===== config.mk =====
export PLATFORM = sky130hd
export DESIGN_NAME = scard_atr_seq
export DESIGN_NICKNAME = d
export VERILOG_FILES = /design/src/rtl/scard_pkg.sv /design/src/rtl/scard_clkdiv.sv /design/src/rtl/scard_win_timer.sv /design/src/rtl/scard_atr_seq.sv
export SDC_FILE = /design/constraint.sdc
export NUM_CORES = 1
export LEC_CHECK = 0
export BUFFER_PORTS_ARGS = -buffer_cell sky130_fd_sc_hd__buf_2
export CORE_MARGIN = 3
export CORE_UTILIZATION = 35
export CTS_CLUSTER_DIAMETER = 150
export DETAILED_ROUTE_END_ITERATION = 10
export GPL_TIMING_DRIVEN = 0
export HOLD_SLACK_MARGIN = 0.02
export SYNTH_ARGS = -nofsm -noshare
export SYNTH_HDL_FRONTEND = slang
export SYNTH_SLANG_ARGS = --single-unit

===== constraint.sdc =====
create_clock -name clk -period 5.9 [get_ports clk]
set_clock_uncertainty 0.05 [all_clocks]
set_input_delay 1.18 -clock clk [delete_from_list [all_inputs] [get_ports clk]]
set_output_delay 1.18 -clock clk [all_outputs]
set_load 0.02 [all_outputs]

===== src/rtl/scard_pkg.sv =====
package scard_pkg;

    typedef enum logic [2:0] {
        ST_IDLE,
        ST_DEACT,
        ST_POWER_UP,
        ST_RESET_HOLD,
        ST_WAIT_FIRST,
        ST_CAPTURE,
        ST_SHUTDOWN
    } seq_state_e;

    typedef enum logic [1:0] {
        DIV_1 = 2'b00,
        DIV_2 = 2'b01,
        DIV_4 = 2'b10,
        DIV_8 = 2'b11
    } clk_div_e;

    typedef enum logic [1:0] {
        VCLS_5V0 = 2'b00,
        VCLS_3V0 = 2'b01,
        VCLS_1V8 = 2'b10
    } vcc_class_e;

endpackage


===== src/rtl/scard_clkdiv.sv =====
// Card clock enable generator: one tick per 2**sel reference cycles.
module scard_clkdiv #(
    parameter int SEL_W = 2
) (
    input  logic             clk,
    input  logic             rst_n,
    input  logic             clear,
    input  logic [SEL_W-1:0] sel,
    output logic             tick
);
    localparam int CNT_W = (1 << SEL_W) - 1;

    logic [CNT_W-1:0] cnt_q, cnt_d;
    logic [CNT_W-1:0] mask;

    always_comb begin
        mask = '0;
        for (int i = 0; i < CNT_W; i++) begin
            mask[i] = (i < int'(sel));
        end
    end

    assign tick = ((cnt_q & mask) == mask);

    always_comb begin
        cnt_d = cnt_q + 1'b1;
        if (clear || tick) begin
            cnt_d = '0;
        end
    end

    always_ff @(posedge clk) begin
        if (!rst_n) begin
            cnt_q <= '0;
        end else begin
            cnt_q <= cnt_d;
        end
    end
endmodule


===== src/rtl/scard_win_timer.sv =====
// Window counter: counts ticks after a clear and reports reaching the limit.
module scard_win_timer #(
    parameter int W = 16
) (
    input  logic         clk,
    input  logic         rst_n,
    input  logic         clear,
    input  logic         tick,
    input  logic [W-1:0] limit,
    output logic         hit
);
    logic [W-1:0] cnt_q, cnt_d;

    assign hit = (cnt_q >= limit);

    always_comb begin
        cnt_d = cnt_q;
        if (clear) begin
            cnt_d = '0;
        end else if (tick && !hit) begin
            cnt_d = cnt_q + 1'b1;
        end
    end

    always_ff @(posedge clk) begin
        if (!rst_n) begin
            cnt_q <= '0;
        end else begin
            cnt_q <= cnt_d;
        end
    end
endmodule


===== src/rtl/scard_atr_seq.sv =====
module scard_atr_seq
    import scard_pkg::*;
#(
    parameter int HOLD_CYC       = 400,
    parameter int FIRST_WAIT_CYC = 40000,
    parameter int GRACE_ETU      = 13,
    parameter int ETU_CYC        = 372,
    parameter int WAIT_ETU       = 9600,
    parameter int CNT_W          = 8
) (
    input  logic             clk,
    input  logic             rst_n,
    input  logic             start_i,
    input  logic             card_present_i,
    input  logic             rx_valid_i,
    input  logic [7:0]       rx_data_i,
    output logic             card_pwr_o,
    output logic             card_rst_n_o,
    output logic [1:0]       clk_div_sel_o,
    output logic [1:0]       vcc_sel_o,
    output logic             led_o,
    output logic             atr_valid_o,
    output logic [7:0]       atr_data_o,
    output logic [CNT_W-1:0] atr_count_o,
    output logic             done_o,
    output logic             no_card_o,
    output logic             no_resp_o
);
    localparam int WAIT_LIMIT = FIRST_WAIT_CYC + GRACE_ETU * ETU_CYC;
    localparam int MAX_A      = (WAIT_LIMIT > HOLD_CYC) ? WAIT_LIMIT : HOLD_CYC;
    localparam int MAX_CYC    = (MAX_A > ETU_CYC) ? MAX_A : ETU_CYC;
    localparam int CYC_W      = $clog2(MAX_CYC + 1);
    localparam int ETU_W      = $clog2(WAIT_ETU + 1);

    typedef struct packed {
        seq_state_e       st;
        logic             pwr;
        logic             rst_n;
        clk_div_e         div;
        vcc_class_e       vcc;
        logic             led;
        logic             atr_valid;
        logic [7:0]       atr_data;
        logic [CNT_W-1:0] cnt;
        logic             done;
        logic             no_card;
        logic             no_resp;
    } seq_regs_t;

    seq_regs_t r_q, r_d;

    logic             card_tick;
    logic             clr_cyc, clr_etu, etu_tick;
    logic             cyc_hit, etu_hit;
    logic [CYC_W-1:0] cyc_limit;

    scard_clkdiv #(.SEL_W(2)) u_div (
        .clk   (clk),
        .rst_n (rst_n),
        .clear (clr_cyc),
        .sel   (r_q.div),
        .tick  (card_tick)
    );

    scard_win_timer #(.W(CYC_W)) u_cyc (
        .clk   (clk),
        .rst_n (rst_n),
        .clear (clr_cyc),
        .tick  (card_tick),
        .limit (cyc_limit),
        .hit   (cyc_hit)
    );

    scard_win_timer #(.W(ETU_W)) u_etu (
        .clk   (clk),
        .rst_n (rst_n),
        .clear (clr_etu),
        .tick  (etu_tick),
        .limit (ETU_W'(WAIT_ETU)),
        .hit   (etu_hit)
    );

    always_comb begin
        case (r_q.st)
            ST_RESET_HOLD: cyc_limit = CYC_W'(HOLD_CYC);
            ST_WAIT_FIRST: cyc_limit = CYC_W'(WAIT_LIMIT);
            default:       cyc_limit = CYC_W'(ETU_CYC);
        endcase
    end

    always_comb begin
        r_d         = r_q;
        r_d.atr_valid = 1'b0;
        clr_cyc     = 1'b0;
        clr_etu     = 1'b0;
        etu_tick    = 1'b0;

        case (r_q.st)
            ST_IDLE: begin
                if (start_i) begin
                    r_d.done    = 1'b0;
                    r_d.no_resp = 1'b0;
                    r_d.cnt     = '0;
                    if (card_present_i) begin
                        r_d.no_card = 1'b0;
                        r_d.led     = 1'b1;
                        r_d.st      = ST_DEACT;
                    end else begin
                        r_d.no_card = 1'b1;
                    end
                end
            end
            ST_DEACT: begin
                r_d.pwr   = 1'b0;
                r_d.rst_n = 1'b0;
                r_d.div   = DIV_8;
                r_d.vcc   = VCLS_3V0;
                r_d.st    = ST_POWER_UP;
            end
            ST_POWER_UP: begin
                r_d.pwr = 1'b1;
                clr_cyc = 1'b1;
                r_d.st  = ST_RESET_HOLD;
            end
            ST_RESET_HOLD: begin
                if (cyc_hit) begin
                    r_d.rst_n = 1'b1;
                    clr_cyc   = 1'b1;
                    r_d.st    = ST_WAIT_FIRST;
                end
            end
            ST_WAIT_FIRST, ST_CAPTURE: begin
                if (rx_valid_i) begin
                    r_d.atr_valid = 1'b1;
                    r_d.atr_data  = rx_data_i;
                    if (r_q.cnt != '1) begin
                        r_d.cnt = r_q.cnt + 1'b1;
                    end
                    clr_cyc = 1'b1;
                    clr_etu = 1'b1;
                    r_d.st  = ST_CAPTURE;
                end else if (r_q.st == ST_WAIT_FIRST) begin
                    if (cyc_hit) begin
                        r_d.no_resp = 1'b1;
                        r_d.st      = ST_SHUTDOWN;
                    end
                end else if (etu_hit) begin
                    r_d.done = 1'b1;
                    r_d.st   = ST_SHUTDOWN;
                end else if (cyc_hit) begin
                    etu_tick = 1'b1;
                    clr_cyc  = 1'b1;
                end
            end
            ST_SHUTDOWN: begin
                r_d.pwr   = 1'b0;
                r_d.rst_n = 1'b0;
                r_d.led   = 1'b0;
                r_d.st    = ST_IDLE;
            end
            default: r_d.st = ST_IDLE;
        endcase
    end

    always_ff @(posedge clk) begin
        if (!rst_n) begin
            r_q.st        <= ST_IDLE;
            r_q.pwr       <= 1'b0;
            r_q.rst_n     <= 1'b0;
            r_q.div       <= DIV_1;
            r_q.vcc       <= VCLS_1V8;
            r_q.led       <= 1'b0;
            r_q.atr_valid <= 1'b0;
            r_q.atr_data  <= '0;
            r_q.cnt       <= '0;
            r_q.done      <= 1'b0;
            r_q.no_card   <= 1'b0;
            r_q.no_resp   <= 1'b0;
        end else begin
            r_q <= r_d;
        end
    end

    assign card_pwr_o    = r_q.pwr;
    assign card_rst_n_o  = r_q.rst_n;
    assign clk_div_sel_o = r_q.div;
    assign vcc_sel_o     = r_q.vcc;
    assign led_o         = r_q.led;
    assign atr_valid_o   = r_q.atr_valid;
    assign atr_data_o    = r_q.atr_data;
    assign atr_count_o   = r_q.cnt;
    assign done_o        = r_q.done;
    assign no_card_o     = r_q.no_card;
    assign no_resp_o     = r_q.no_resp;
endmodule


==> flow_summary.toml, run 1 <==
[status]
status = "finished, final reports clean"

[critical_path]
crit_path_end_kind = "register"
critical_path_arrival_ps = 3550
cp_max_fo = 10
start_kind = "register"
crit_type = "reg2reg"
worstPathRequired_ps = 6080

[timing]
min_period_ps = 3370
setup_tns_ps = 0
hold_violations = 0
finalMaxSlewViolations = 0
grt_setup_unrepaired = "false"
fmax_ghz = 0.297
slew_headroom_pct = 59.5
finalWorstSetupSlack_ps = 2530
tightestPinTransition_ps = 605
setup_viol = 0
finalCritPeriodShare_pct = 57.1

[floorplan]
die_area_mm2 = 0.0106
std_cell_rows = 34
die_height_um = 103
pin_count = 40
core_area_mm2 = 0.00893
die_w_um = 103
start_util_pct = 36.9

[yosys]
synth.most_common_cell = "dfxtp_1"
ys_async_sr_fraction_pct = 0
synthTopCellsByArea = "dfxtp_1 (37%), nand2_1 (6.1%), ha_1 (6.1%), a21oi_1 (5.3%), buf_4 (4.8%)"
syn-cell-area_mm2 = 0.00330
yosysSeqAreaShare_pct = 37.0
synth_fp_nets = 430
syn_area_per_cell_um2 = 8.23
syn_inst = 401
synth_top_flop_cell = "dfxtp_1"
synth_common_cells = "dfxtp_1 (61), nand2_1 (54), a21oi_1 (35)"
post_synth_num_cell_types = 54
synth_seq_cells = 61
synth.top_cell.area_share_pct = 37.0
ys_warn_count = 0
synth-edff-count = 0
yosysTopAreaCell = "dfxtp_1"

[global_route]
grtUsageMet1_pct = 20.7
antenna_found_initial = 0
use_met2_pct = 24.3
grt_use_total_pct = 15.5
first_global_vias = 2840
top_usage_layer = "met2"
grt_max_degree = 12
grt_overflow = 0
grt_pass1_wl_mm = 13.1
grt_use_met3_pct = 4.19

[place]
dp_worst_setup_slack_ps = 2580
portBuffers = 39
dpl.hpwl_mm = 5.68
placed_area_mm2 = 0.00363
placed_cells = 548
place_congestion = 0.796

[layout]
instances_no_fill = 564
nets = 480
syn_to_final_growth_pct = 16.1
layout-drive-gt1-share_pct = 20.6
fill_cells = 929
n_antenna_cell = 0
stdcell_area_mm2 = 0.00383

[clock_network]
clockBufferDepth = 2
post_cts_buffers = 0
numCtsBuffers = 9
cts_htree_levels = 3
worstSkewPairLatency_ps = 340
cts.repair.resized = 0
cts_tree = "built"
root_buffer = "clkbuf_8"
cts_hold_buf = 0
clkSlewWorstSetupHoldPaths_ps = 70
cts_sinks = 61

[drt]
wl_per_cell_um = 13.8
vias = 2977
drt-pass1-iter-count = 4
ant_nets = 0
viasPerCell = 5.28
drt-initial-drc-count = 141
routed_wl_mm = 7.77
drc_errors = 0

[power_and_ir_drop]
clockPowerShare_pct = 38.2
p_sw_w = 0.000285
leakage_nw = 1.56
combPwrFrac_pct = 16.6
swShare_pct = 29.0
power_frac_seq_pct = 45.3
ir_worst_vdd_v = 0.000101
p_per_area_mw_per_mm2 = 257
internal-power_w = 0.000698
power_w = 0.000984

[min_path]
min_path_type = "reg2reg"

[run]
drv_cap = 0
area by class of cell:
class | count | area (um2) | area share, %
Multi-Input combinational cell | 288 | 1790 | 46.7
Clock buffer | 10 | 138 | 3.59
Buffer | 38 | 239 | 6.24
Clock inverter | 6 | 62.6 | 1.63
Sequential cell | 61 | 1220 | 31.9
Tap cell | 108 | 135 | 3.53
Timing Repair Buffer | 39 | 195 | 5.09
Inverter | 14 | 52.6 | 1.37
power by group through the flow:
stage	registers, W	logic, W	clock network (W)
after detailed placement	0.000455	0.000165	0
after global placement	0.000454	0.000161	0
after floorplan	0.000457	0.000115	0
after global routing	0.000448	0.000184	0.000405
final	0.000445	0.000163	0.000375
after CTS	0.000445	0.000165	0.000387
kinds of logic after synthesis:
family          Yosys count  synth area share, %
compound gates           94                 19.2
xor+xnor                 15                 3.98
fa+ha+maj                16                 6.07
buf+inv                  52                 8.83
flops                    61                 37.0
mux                       2                0.607
simple gates            161                 24.3
layer usage:
layer	up-vias	part of all wire, %
li1	1520	-
met1	1418	50
met2	35	46
met3	4	3.4
met4	0	0.76
met5	-	0
critical path: stages, from the launching register on:
cell and delay [ps]:
dfxtp_1 440, clkbuf_1 360, nand2_1 320, ha_1 410, nand4bb_1 130, nor2_1 190, o21a_1 210, a21oi_2 140
a31oi_2 570, buf_2 360, nor2_1 80
path summary, 6_finish.rpt:
check,start,endpoint,slack [ps],depth (start not counted)
max,r_q[29],u_cyc.cnt_q[13],2530,10
min,vcc_sel_o[1],vcc_sel_o[1],400,2
max reg2reg,r_q[29],u_cyc.cnt_q[13],2530,10
min reg2reg,vcc_sel_o[1],vcc_sel_o[1],400,2
through the flow:
stage,util (%),hold slack (ps)
global placement,40.6,386
floorplan,-,373
finish,42.9,397
detailed placement,40.6,387
CTS,42.9,398
global route,42.9,429
placed cells by master, fill, tap and decap left out, types with 2 or more instances in the layout:
| cell type | instances |
|---|---|
| dfxtp_1 | 61 |
| nand2_1 | 54 |
| buf_2 | 47 |
| a21oi_1 | 35 |
| nor2_1 | 32 |
| buf_4 | 21 |
| nand3_1 | 16 |
| ha_1 | 16 |
| inv_1 | 14 |
| o31ai_1 | 14 |
| or4_1 | 14 |
| nand4_1 | 13 |
| o21ai_0 | 11 |
| clkbuf_8 | 10 |
| xor2_1 | 8 |
| clkbuf_1 | 7 |
| xnor2_1 | 7 |
| and3_1 | 6 |
| nor3_1 | 5 |
| o21a_1 | 4 |
| nand2b_1 | 4 |
| a21o_1 | 4 |
| or3_1 | 4 |
| a311oi_1 | 3 |
| a21boi_0 | 3 |
| clkinvlp_4 | 3 |
| nor2b_1 | 2 |
| and2_1 | 2 |
| a21oi_2 | 2 |
| mux2i_1 | 2 |
| nor4_1 | 2 |
| a221oi_1 | 2 |
| o221a_2 | 2 |
| clkinv_2 | 2 |
registers in the layout, summed over array words and instances, names as in the netlist:
name	count
atr_data_o	8
no_resp_o	1
no_card_o	1
atr_valid_o	1
r_q	3
u_div.cnt_q	3
led_o	1
u_cyc.cnt_q	16
atr_count_o	8
u_etu.cnt_q	14
vcc_sel_o	2
card_pwr_o	1
card_rst_n_o	1
done_o	1
(Power assumes the default switching activity.)
==> run 2, diff against run 1 <==
clock period = 3.4 ns   (was 5.9 ns; I/O delays follow)
==> flow_summary.toml, run 2 (same netlist as run 1, synthesis figures left out) <==
[drt]
wl_per_cell_um = 13.7
ant_nets = 0
drt-pass1-iter-count = 4
vias = 2984
routed_wl_mm = 7.75
viasPerCell = 5.29
drc_errors = 0
drt-initial-drc-count = 142

[global_route]
top_usage_layer = "met2"
grt_pass1_wl_mm = 13.1
grt_use_total_pct = 15.5
use_met2_pct = 24.3
first_global_vias = 2840
antenna_found_initial = 0
grt_max_degree = 12
grt_use_met3_pct = 4.19
grt_overflow = 0
grtUsageMet1_pct = 20.7

[power_and_ir_drop]
combPwrFrac_pct = 16.7
ir_worst_vdd_v = 0.000176
internal-power_w = 0.00121
swShare_pct = 29.0
power_frac_seq_pct = 45.2
p_per_area_mw_per_mm2 = 444
leakage_nw = 1.57
clockPowerShare_pct = 38.0
p_sw_w = 0.000496

[critical_path]
worstPathRequired_ps = 3620
start_kind = "register"
r2r-end = "u_etu.cnt_q[1]"
cp_max_fo = 10
crit_start = "r_q[28]"
crit_path_end_kind = "register"
crit_type = "reg2reg"
r2r_slack_ps = 270
reg2reg_depth = 12
worstReg2RegStart = "r_q[28]"
critical_path_arrival_ps = 3340

[floorplan]
std_cell_rows = 34
die_w_um = 103
core_area_mm2 = 0.00893
start_util_pct = 36.9
die_height_um = 103
die_area_mm2 = 0.0106
pin_count = 40

[layout]
nets = 480
top_register = "u_cyc.cnt_q"
largest_reg_flops = 16
largest_registers = "u_cyc.cnt_q x16, u_etu.cnt_q x14"
final_cell_mix = "dfxtp_1 (61), nand2_1 (54), buf_2 (47)"
n_antenna_cell = 0
final_common_cell = "dfxtp_1"
syn_to_final_growth_pct = 16.6
utilization_pct = 43.1
layout-drive-gt1-share_pct = 20.8

[clock_network]
root_buffer = "clkbuf_8"
worstSkewPairLatency_ps = 340
cts_sinks = 61
cts_tree = "built"
post_cts_buffers = 0
cts_htree_levels = 3
cts_hold_buf = 0
clockBufferDepth = 2
numCtsBuffers = 9
clkSlewWorstSetupHoldPaths_ps = 70

[place]
portBuffers = 39
place_congestion = 0.796
dpl.hpwl_mm = 5.68

[min_path]
min_path_type = "reg2reg"
whs_endpoint = "vcc_sel_o[1]"
hold_start = "vcc_sel_o[1]"
min_path_cells = 2

[run]
drv_cap = 0

[timing]
slew_headroom_pct = 66.2
setup_viol = 0
tightestPinTransition_ps = 494
whs_ps = 397
hold_violations = 0
fmax_ghz = 0.320
min_period_ps = 3130
finalCritPeriodShare_pct = 92.0
finalMaxSlewViolations = 0

[status]
status = "finished, final reports clean"
-- run 2: final cells by class --
type,instances,area (um2)
clock buffers,10,138
flip-flops and latches,61,1220
well taps,108,135
clock inverters,6,62.6
multi-input cells,288,1800
fillers,923,5080
repair buffers,39,195
inverters,14,52.6
plain buffers,38,240
-- run 2: metrics by stage --
stage | cells | TNS, ps | cell area (um2) | total power [W] | worst slack [ps]
after floorplan | 401 | 0 | 3300 | 0.000993 | 721
after global placement | 548 | 0 | 3630 | 0.00107 | 119
after detailed placement | 548 | 0 | 3630 | 0.00107 | 77.5
after CTS | 564 | 0 | 3830 | 0.00173 | 50.5
after global routing | 564 | -35.0 | 3850 | 0.00180 | -12.8
final | 564 | 0 | 3850 | 0.00171 | 274
-- run 2: how the worst max path moves through the flow --
stage | slack [ps] | endpoint | cells after the start
6_report | 270 | u_etu.cnt_q[1] | 12
5_1_grt | -10 | u_etu.cnt_q[1] | 12
4_1_cts | 50 | u_cyc.cnt_q[13] | 10
3_5_place_dp | 80 | u_cyc.cnt_q[2] | 10
3_3_place_gp | 120 | u_cyc.cnt_q[13] | 10
2_1_floorplan | 720 | u_cyc.cnt_q[5] | 10
-- run 2: timing repair --
action,in CTS,in global routing
gates resized for setup,0,4
endpoints found under the hold margin,0,0
endpoints found under the setup margin,0,31
-- run 2: power by group through the flow --
| stage | sequential (W) | combinational (W) | clock, W |
|---|---|---|---|
| 2_1_floorplan | 0.000793 | 0.000200 | 0 |
| 3_3_place_gp | 0.000788 | 0.000279 | 0 |
| 3_5_place_dp | 0.000789 | 0.000285 | 0 |
| 4_1_cts | 0.000773 | 0.000286 | 0.000672 |
| 5_1_grt | 0.000777 | 0.000322 | 0.000702 |
| 6_report | 0.000773 | 0.000286 | 0.000650 |
-- run 2: metal layers --
| metal | up-vias | part of all wire [%] |
|---|---|---|
| met4 | 0 | 0.99 |
| met5 | - | 0 |
| li1 | 1523 | - |
| met2 | 47 | 46 |
| met3 | 6 | 3.5 |
| met1 | 1408 | 49 |
-- run 2: worst max-delay path, cell delays in order, from the launching register on --
cell	delay, ps
dfxtp_1	320
buf_2	180
nor2_1	220
nand2_1	270
ha_1	370
a211o_1	290
a21oi_1	170
nand2_1	200
a21oi_4	310
buf_6	190
buf_2	230
o21ai_0	100
a21oi_1	150
==> run 3, diff against run 2 <==
CELL_PAD_IN_SITES_DETAIL_PLACEMENT = 0   (was not set)
CELL_PAD_IN_SITES_GLOBAL_PLACEMENT = 2   (was not set)
PLACE_DENSITY = 0.87   (was not set)
==> flow_summary.toml, run 3 (same netlist as run 1, synthesis figures left out) <==
[status]
status = "finished, final reports clean"

[min_path]
min_path_type = "reg2reg"

[drt]
drt-initial-drc-count = 123
drt-pass1-iter-count = 4
wl_per_cell_um = 13.9
routed_wl_mm = 7.86
viasPerCell = 5.25
ant_nets = 0
drc_errors = 0
vias = 2959

[floorplan]
die_area_mm2 = 0.0106
die_w_um = 103
die_height_um = 103
start_util_pct = 36.9
core_area_mm2 = 0.00893
pin_count = 40
std_cell_rows = 34

[layout]
n_antenna_cell = 0
fill_cells = 929
multiInputGateArea_mm2 = 0.00181
layout-drive-gt1-share_pct = 20.8
top_register = "u_cyc.cnt_q"
largest_registers = "u_cyc.cnt_q x16, u_etu.cnt_q x14"
area.sequential_mm2 = 0.00122
stdcell_area_mm2 = 0.00386
final_common_cell = "dfxtp_1"
final_cell_mix = "dfxtp_1 (61), nand2_1 (53), buf_2 (47)"
nets = 480
syn_to_final_growth_pct = 17.0
largest_reg_flops = 16

[timing]
hold_violations = 0
finalCritPeriodShare_pct = 91.0
finalMaxSlewViolations = 0
tightestPinTransition_ps = 522
grt_setup_unrepaired = "false"
setup_viol = 0
min_period_ps = 3090
slew_headroom_pct = 64.3
fmax_ghz = 0.323

[run]
drv_cap = 0

[clock_network]
clockBufferDepth = 2
worstSkewPairLatency_ps = 330
cts_sinks = 61
cts_htree_levels = 3
cts_tree = "built"
post_cts_buffers = 0
numCtsBuffers = 9
root_buffer = "clkbuf_8"
clkSlewWorstSetupHoldPaths_ps = 70
cts_hold_buf = 0

[place]
place_congestion = 0.784
portBuffers = 39
placed_area_mm2 = 0.00363
dpl.hpwl_mm = 5.75

[critical_path]
worstPathRequired_ps = 3620
slowest_delay_ps = 330
crit_chain = "buf_2 > nor2_1 > nand2_2 > ha_1 > a211o_1 > a21oi_1 > nand2_1 > a21oi_4 > buf_6 > buf_2 > o21ai_0 > a21oi_1"
crit_path_end_kind = "register"
cp_max_fo = 10
crit_type = "reg2reg"
start_kind = "register"
critPathSlowestCell = "ha_1"
critical_path_arrival_ps = 3310

[power_and_ir_drop]
p_per_area_mw_per_mm2 = 452
leakage_nw = 1.58
power_frac_seq_pct = 44.2
internal-power_w = 0.00126
clockPowerShare_pct = 39.3
p_sw_w = 0.000491
power_w = 0.00175
swShare_pct = 28.1
combPwrFrac_pct = 16.5
ir_worst_vdd_v = 0.000204

[global_route]
grt_use_total_pct = 15.5
grt_overflow = 0
first_global_vias = 2681
antenna_found_initial = 0
grt_pass1_wl_mm = 12.9
grt_max_degree = 11
run 3: timing repair:
action | CTS | global route
gates resized for setup | 1 | 3
setup endpoints to repair | 10 | 19
pin swaps | 0 | 0
gates cloned | 0 | 0
run 3: layer usage:
metal | share of wire (%) | vias up | global-route usage (%)
met5 | 0 | - | 0
met3 | 2.8 | 9 | 3.65
met4 | 1.3 | 0 | 5.68
met1 | 51 | 1383 | 21.8
li1 | - | 1528 | -
met2 | 44 | 39 | 22.9
run 3: path summary, 6_finish.rpt:
kind              depth (start not counted)  slack (ps)    startpoint              to
setup / recovery                         12         310       r_q[28]  u_etu.cnt_q[1]
hold / removal                            2         400  vcc_sel_o[1]    vcc_sel_o[1]
setup reg to reg                         12         310       r_q[28]  u_etu.cnt_q[1]
hold reg to reg                           2         400  vcc_sel_o[1]    vcc_sel_o[1]
run 3: through the flow:
stage                     worst slack (ps)  utilization (%)  TNS (ps)  hold WS [ps]  instances
after floorplan                        721                -         0           373        401
after global placement                25.1             40.6         0           381        548
after detailed placement             -22.2             40.6     -53.6           393        548
after CTS                              100             43.0         0           403        564
after global routing                  56.1             43.2         0           419        564
final                                  306             43.2         0           400        564
run 3: area by class of cell:
| class | instances | share of cell area, % |
|---|---|---|
| clock buffers | 13 | 4.37 |
| clock inverters | 3 | 1.10 |
| well taps | 108 | 3.50 |
| plain buffers | 38 | 6.22 |
| flip-flops and latches | 61 | 31.6 |
| inverters | 14 | 1.36 |
| multi-input cells | 288 | 46.8 |
| repair buffers | 39 | 5.05 |
run 3: critical path, delay by kind of cell (launching register included):
| kind | cells | cell delay (ps) |
|---|---|---|
| adders and majority gates | 1 | 330 |
| DFF | 1 | 320 |
| and+or+nand+nor | 3 | 690 |
| AOI/OAI and AO/OA | 5 | 1030 |
| buffers and inverters | 3 | 600 |
run 3: power groups by stage:
stage	clock, W	combinational [W]	sequential, W
finish	0.000686	0.000289	0.000771
global placement	0	0.000282	0.000787
floorplan	0	0.000200	0.000793
global route	0.000735	0.000328	0.000776
CTS	0.000709	0.000287	0.000771
detailed placement	0	0.000286	0.000788
